===== config.mk =====
export PLATFORM = sky130hd
export DESIGN_NAME = irq_mask_prio
export DESIGN_NICKNAME = d
export VERILOG_FILES = /design/src/rtl/irq_pkg.sv /design/src/rtl/irq_in_stage.sv /design/src/rtl/irq_arm_regs.sv /design/src/rtl/irq_prio_enc.sv /design/src/rtl/irq_mask_prio.sv
export SDC_FILE = /design/constraint.sdc
export NUM_CORES = 1
export LEC_CHECK = 0
export ABC_AREA = 0
export BUFFER_PORTS_ARGS = -buffer_cell sky130_fd_sc_hd__buf_4
export CAP_MARGIN = 20
export CORE_ASPECT_RATIO = 1.4
export CORE_MARGIN = 4
export CORE_UTILIZATION = 49
export DETAILED_ROUTE_END_ITERATION = 6
export PLACE_DENSITY = 0.73
export REMOVE_ABC_BUFFERS = 1
export SLEW_MARGIN = 40
export SYNTH_ARGS = -nofsm -noshare
export SYNTH_HDL_FRONTEND = slang
export SYNTH_SLANG_ARGS = --single-unit
export TNS_END_PERCENT = 100

===== constraint.sdc =====
create_clock -name clk_i -period 1.48 [get_ports clk_i]
set_input_delay 0.222 -clock clk_i [delete_from_list [all_inputs] [get_ports clk_i]]
set_output_delay 0.222 -clock clk_i [all_outputs]
set_load 0.005 [all_outputs]

===== src/rtl/irq_pkg.sv =====
package irq_pkg;
  localparam int unsigned IRQ_CNT_DEF = 15;

  typedef enum logic {
    MODE_INT = 1'b0,
    MODE_CLK = 1'b1
  } mode_e;
endpackage


===== src/rtl/irq_in_stage.sv =====
// Two-flop synchroniser plus holding register per line; all reset to inactive (1).
module irq_in_stage #(
  parameter int unsigned N_IRQ = 15
) (
  input  logic             clk_i,
  input  logic             rst_ni,
  input  logic [N_IRQ:1]   irq_ni,
  output logic [N_IRQ:1]   lvl_o,
  output logic [N_IRQ:1]   held_o
);
  for (genvar i = 1; i <= N_IRQ; i++) begin : g_line
    logic s1_q, s2_q, h_q;
    always_ff @(posedge clk_i or negedge rst_ni) begin
      if (!rst_ni) begin
        s1_q <= 1'b1;
        s2_q <= 1'b1;
        h_q  <= 1'b1;
      end else begin
        s1_q <= irq_ni[i];
        s2_q <= s1_q;
        h_q  <= s2_q;
      end
    end
    assign lvl_o[i]  = s2_q;
    assign held_o[i] = h_q;
  end
endmodule


===== src/rtl/irq_arm_regs.sv =====
module irq_arm_regs #(
  parameter int unsigned N_IRQ  = 15,
  parameter int unsigned ADDR_W = 4
) (
  input  logic              clk_i,
  input  logic              rst_ni,
  input  logic              we_i,
  input  logic [ADDR_W-1:0] addr_i,
  input  logic              data_i,
  output logic [N_IRQ:1]    arm_o
);
  for (genvar i = 1; i <= N_IRQ; i++) begin : g_arm
    always_ff @(posedge clk_i or negedge rst_ni) begin
      if (!rst_ni) arm_o[i] <= 1'b0;
      else if (we_i && (addr_i == ADDR_W'(i))) arm_o[i] <= data_i;
    end
  end
endmodule


===== src/rtl/irq_prio_enc.sv =====
// Lowest set index wins; all ones when nothing is set.
module irq_prio_enc #(
  parameter int unsigned N_IRQ  = 15,
  parameter int unsigned PRIO_W = 4
) (
  input  logic [N_IRQ:1]    act_i,
  output logic              any_o,
  output logic [PRIO_W-1:0] code_o
);
  always_comb begin
    any_o  = 1'b0;
    code_o = '1;
    for (int i = N_IRQ; i >= 1; i--) begin
      if (act_i[i]) begin
        any_o  = 1'b1;
        code_o = PRIO_W'(i);
      end
    end
  end
endmodule


===== src/rtl/irq_mask_prio.sv =====
module irq_mask_prio
  import irq_pkg::*;
#(
  parameter int unsigned N_IRQ  = IRQ_CNT_DEF,
  parameter int unsigned ADDR_W = $clog2(N_IRQ + 1),
  parameter int unsigned PRIO_W = $clog2(N_IRQ + 1)
) (
  input  logic              clk_i,
  input  logic              rst_ni,
  input  logic              clk_mode_i,
  input  logic [ADDR_W-1:0] addr_i,
  input  logic              wr_en_i,
  input  logic              wr_data_i,
  input  logic [N_IRQ:1]    irq_ni,
  output logic              rd_en_o,
  output logic              rd_data_o,
  output logic              req_no,
  output logic [PRIO_W-1:0] prio_o
);
  localparam int unsigned MAP_SZ = 2 ** ADDR_W;

  mode_e                mode;
  logic                 sel;
  logic [N_IRQ:1]       lvl, held, arm_q, act;
  logic [MAP_SZ-1:0]    lvl_map;
  logic                 any;
  logic [PRIO_W-1:0]    code;

  assign mode = mode_e'(clk_mode_i);
  assign sel  = (mode == MODE_INT) && (addr_i != '0) && (int'(addr_i) <= N_IRQ);

  irq_in_stage #(.N_IRQ(N_IRQ)) i_in (
    .clk_i  (clk_i),
    .rst_ni (rst_ni),
    .irq_ni (irq_ni),
    .lvl_o  (lvl),
    .held_o (held)
  );

  irq_arm_regs #(.N_IRQ(N_IRQ), .ADDR_W(ADDR_W)) i_arm (
    .clk_i  (clk_i),
    .rst_ni (rst_ni),
    .we_i   (wr_en_i && sel),
    .addr_i (addr_i),
    .data_i (wr_data_i),
    .arm_o  (arm_q)
  );

  assign act = arm_q & ~held;

  irq_prio_enc #(.N_IRQ(N_IRQ), .PRIO_W(PRIO_W)) i_enc (
    .act_i  (act),
    .any_o  (any),
    .code_o (code)
  );

  // Padded read map so any address indexes a defined bit.
  always_comb begin
    lvl_map = '1;
    lvl_map[N_IRQ:1] = lvl;
  end

  assign rd_en_o   = sel;
  assign rd_data_o = sel & lvl_map[addr_i];

  always_ff @(posedge clk_i or negedge rst_ni) begin
    if (!rst_ni) begin
      req_no <= 1'b1;
      prio_o <= '1;
    end else begin
      req_no <= ~any;
      prio_o <= code;
    end
  end
endmodule


==> flow_metrics.tcl <==
set metrics [dict create \
    outcome "finished, violations left" \
    violations "negative setup slack" \
    start_util_pct 51.9 \
    syn_avg_cell_area_um2 14.6 \
    power-per-cell-area_nw_per_um2 1310 \
    clockBufferDepth 2 \
    grt_pass1_vias 1678 \
    clock-sinks 65 \
    start_kind "register" \
    cp.arrival_ps 1670 \
    slew_headroom_pct 73.1 \
    ys_seq_area_share_pct 70.0 \
    end_kind "output pin" \
    rows 29 \
    worst_path_max_delay_cell "mux4_2" \
    hold_viol_final 0 \
    ant_nets 0 \
    busiest_layer "met2" \
    dp_slack_ps -135 \
    netlist_area_um2 2410 \
    grt.overflow.total 0 \
    area_growth_syn_to_layout_pct 29.5 \
    die_h_um 91.0 \
    met1_usage_pct 18.3 \
    critPathKind "register to output pin" \
    cpPeakStageDelay_ps 470 \
    final-max-slew-violation-count 0 \
    setup_viol 1 \
    fin_crit_ps 1890 \
    wl_um 4570 \
    core_um2 4640 \
    drt-wirelength-per-cell_um 15.6 \
    grt_pass1_wl_um 7840 \
    globalplace.congestion 0.953 \
    postCtsSetupRepairBufs 0 \
    clkTransAtPathRegs_ps 60 \
    p_leak_uw 0.00132 \
    die_width_um 67.3 \
    drt_pass1_iterations 4 \
    synth.area.top_cells "dfstp_2 (54%), dfrtp_1 (16%), mux2_2 (6.1%)" \
    worst_pin_slew_ps 403 \
    grt_max_degree 48 \
    whs_ps 234 \
    top_level_ports 31 \
    maxCapViolations 0 \
    antenna_found_initial 0 \
    crit_chain "mux4_2 > and3_4 > a21oi_4 > a21boi_1 > buf_4" \
    ys_types 37 \
    cts_buffers 9 \
    hold_path.class "input port to register" \
    drive_gt1_share_pct 54.5 \
    cts_root_buf "clkbuf_8" \
    grt_use_met3_pct 4.20 \
    fin_crit_sh_pct 128 \
    h-tree-depth 3 \
    clk_latency_ps 340 \
    via_count 1486 \
    synth_warnings 0 \
    ir_drop_mv 0.808 \
    syn_inst 165 \
    postLayoutSetupSlackWorst_ps -414 \
    viasPerCell 5.07 \
    tritoncts "yes" \
    use_met2_pct 31.0 \
    n_fill_cell 375 \
    crit_required_ps 1260 \
    synth.top_cell.area_share_pct 54.5 \
    hpwl_um 3220 \
    yosysTopAreaCell "dfstp_2" \
    crit_fanout 2 \
    fmax_mhz 528 \
    die_area_um2 6130 \
    diodes 0 \
    rsz0062_at_grt "yes" \
    drc 0 \
    ys_ff_latch 65 \
    final_nets 250 \
    port_buffers 30 \
    grt_use_total_pct 17.9 \
    finClkSkew_ps 8.63 \
    drt_iter0_markers 70 \
]
==> state kept, by name, summed over array words and instances (netlist names) <==
signal            flops
i_arm.arm_o          15
i_in.g_line.h_q      15
i_in.g_line.s1_q     15
i_in.g_line.s2_q     15
prio_o                4
req_no                1
==> worst max-delay path, delay by kind of cell, from the launching register on <==
family	cells	cell delay, ps
AO/OA/AOI/OAI	2	180
buffers and inverters	1	140
flip-flops	1	370
multiplexers	1	470
AND/OR/NAND/NOR	1	180
==> kinds of logic after synthesis <==
| family | Yosys count | synth area share (%) |
|---|---|---|
| buf+inv | 12 | 2.44 |
| compound gates | 21 | 5.60 |
| flops | 65 | 70.0 |
| mux | 17 | 9.28 |
| simple gates | 50 | 12.7 |
==> worst paths after layout <==
kind	startpoint	to	slack [ps]	cells after the start
hold / removal	wr_data_i	i_arm.arm_o[11]	230	3
hold reg to reg	i_in.g_line[10].s1_q	i_in.g_line[10].s2_q	360	0
min in group asynchronous	rst_ni	i_arm.arm_o[3]	300	2
setup / recovery	i_in.g_line[15].s2_q	rd_data_o	-410	5
max in group asynchronous	rst_ni	i_in.g_line[11].s1_q	620	3
setup reg to reg	i_in.g_line[2].h_q	prio_o[0]	160	4
==> metrics by stage <==
stage | cell area, um2 | cells | util [%] | setup TNS, ps | power [uW]
6_report | 3120 | 293 | 67.2 | -414 | 4090
5_1_grt | 3120 | 293 | 67.2 | -466 | 4290
4_1_cts | 3120 | 293 | 67.2 | -425 | 4140
3_5_place_dp | 2760 | 261 | 59.5 | -172 | 2670
3_3_place_gp | 2760 | 261 | 59.5 | -153 | 2630
2_1_floorplan | 2380 | 160 | - | 0 | 2390
==> what timing repair did <==
action / 4_1_cts / 5_1_grt
pin swaps: 1 / 0
gates resized for setup: 2 / 0
setup endpoints to repair: 1 / 1
hold endpoints to repair: 32 / 0
hold buffers: 16 / 0
==> report_power, final <==
| group | internal [uW] | switching (uW) | leakage [uW] |
|---|---|---|---|
| clock | 775 | 649 | 0.0000933 |
| sequential | 2040 | 78.2 | 0.000715 |
| combinational | 303 | 248 | 0.000516 |
| total | 3120 | 975 | 0.00132 |
==> cell usage after synthesis (all sizes together) <==
master and number:
dfstp 50, dfrtp 15, mux2 13, nand2 11, nor2b 10, a21oi 7, inv 7, nand2b 6
nor2 6, nor3b 5, buf 4, nand3 4, mux4 3, o21ai 3, a31oi 2, nor3 2
nor4 2, o22ai 2, a21boi 1, a22oi 1, a31o 1, and3 1, clkbuf 1, mux2i 1
nand3b 1, nand4b 1, o21a 1, o221ai 1, o31ai 1, o41ai 1, or3 1
==> per-layer routing <==
layer  vias up  wire length (um)
met4         0               186
li1        692                 -
met3        16               172
met2        33              2610
met5         -                 0
met1       745              1600
==> cells in the final DEF, fill, tap and decap left out, drive strengths merged, types with 4 or more instances in the layout <==
cell type / netlist / final
a21oi: 7 / 7
buf: 4 / 39
clkbuf: 1 / 11
dfrtp: 15 / 15
dfstp: 50 / 50
dlygate4sd3: 0 / 16
inv: 7 / 7
mux2: 13 / 13
nand2: 11 / 11
nand2b: 6 / 6
nand3: 4 / 4
nor2: 6 / 6
nor2b: 10 / 10
nor3b: 5 / 5
==> cell type report <==
cell class	count	area, um2	share of cell area [%]
clock inverter	5	56.3	1.80
inverter	7	26.3	0.841
multi-input combinational	88	677	21.7
sequential	65	1690	54.1
clock buffer	11	131	4.21
timing repair buffer	55	465	14.9
tap	62	77.6	2.48
Power figures use the tool's default switching activity.
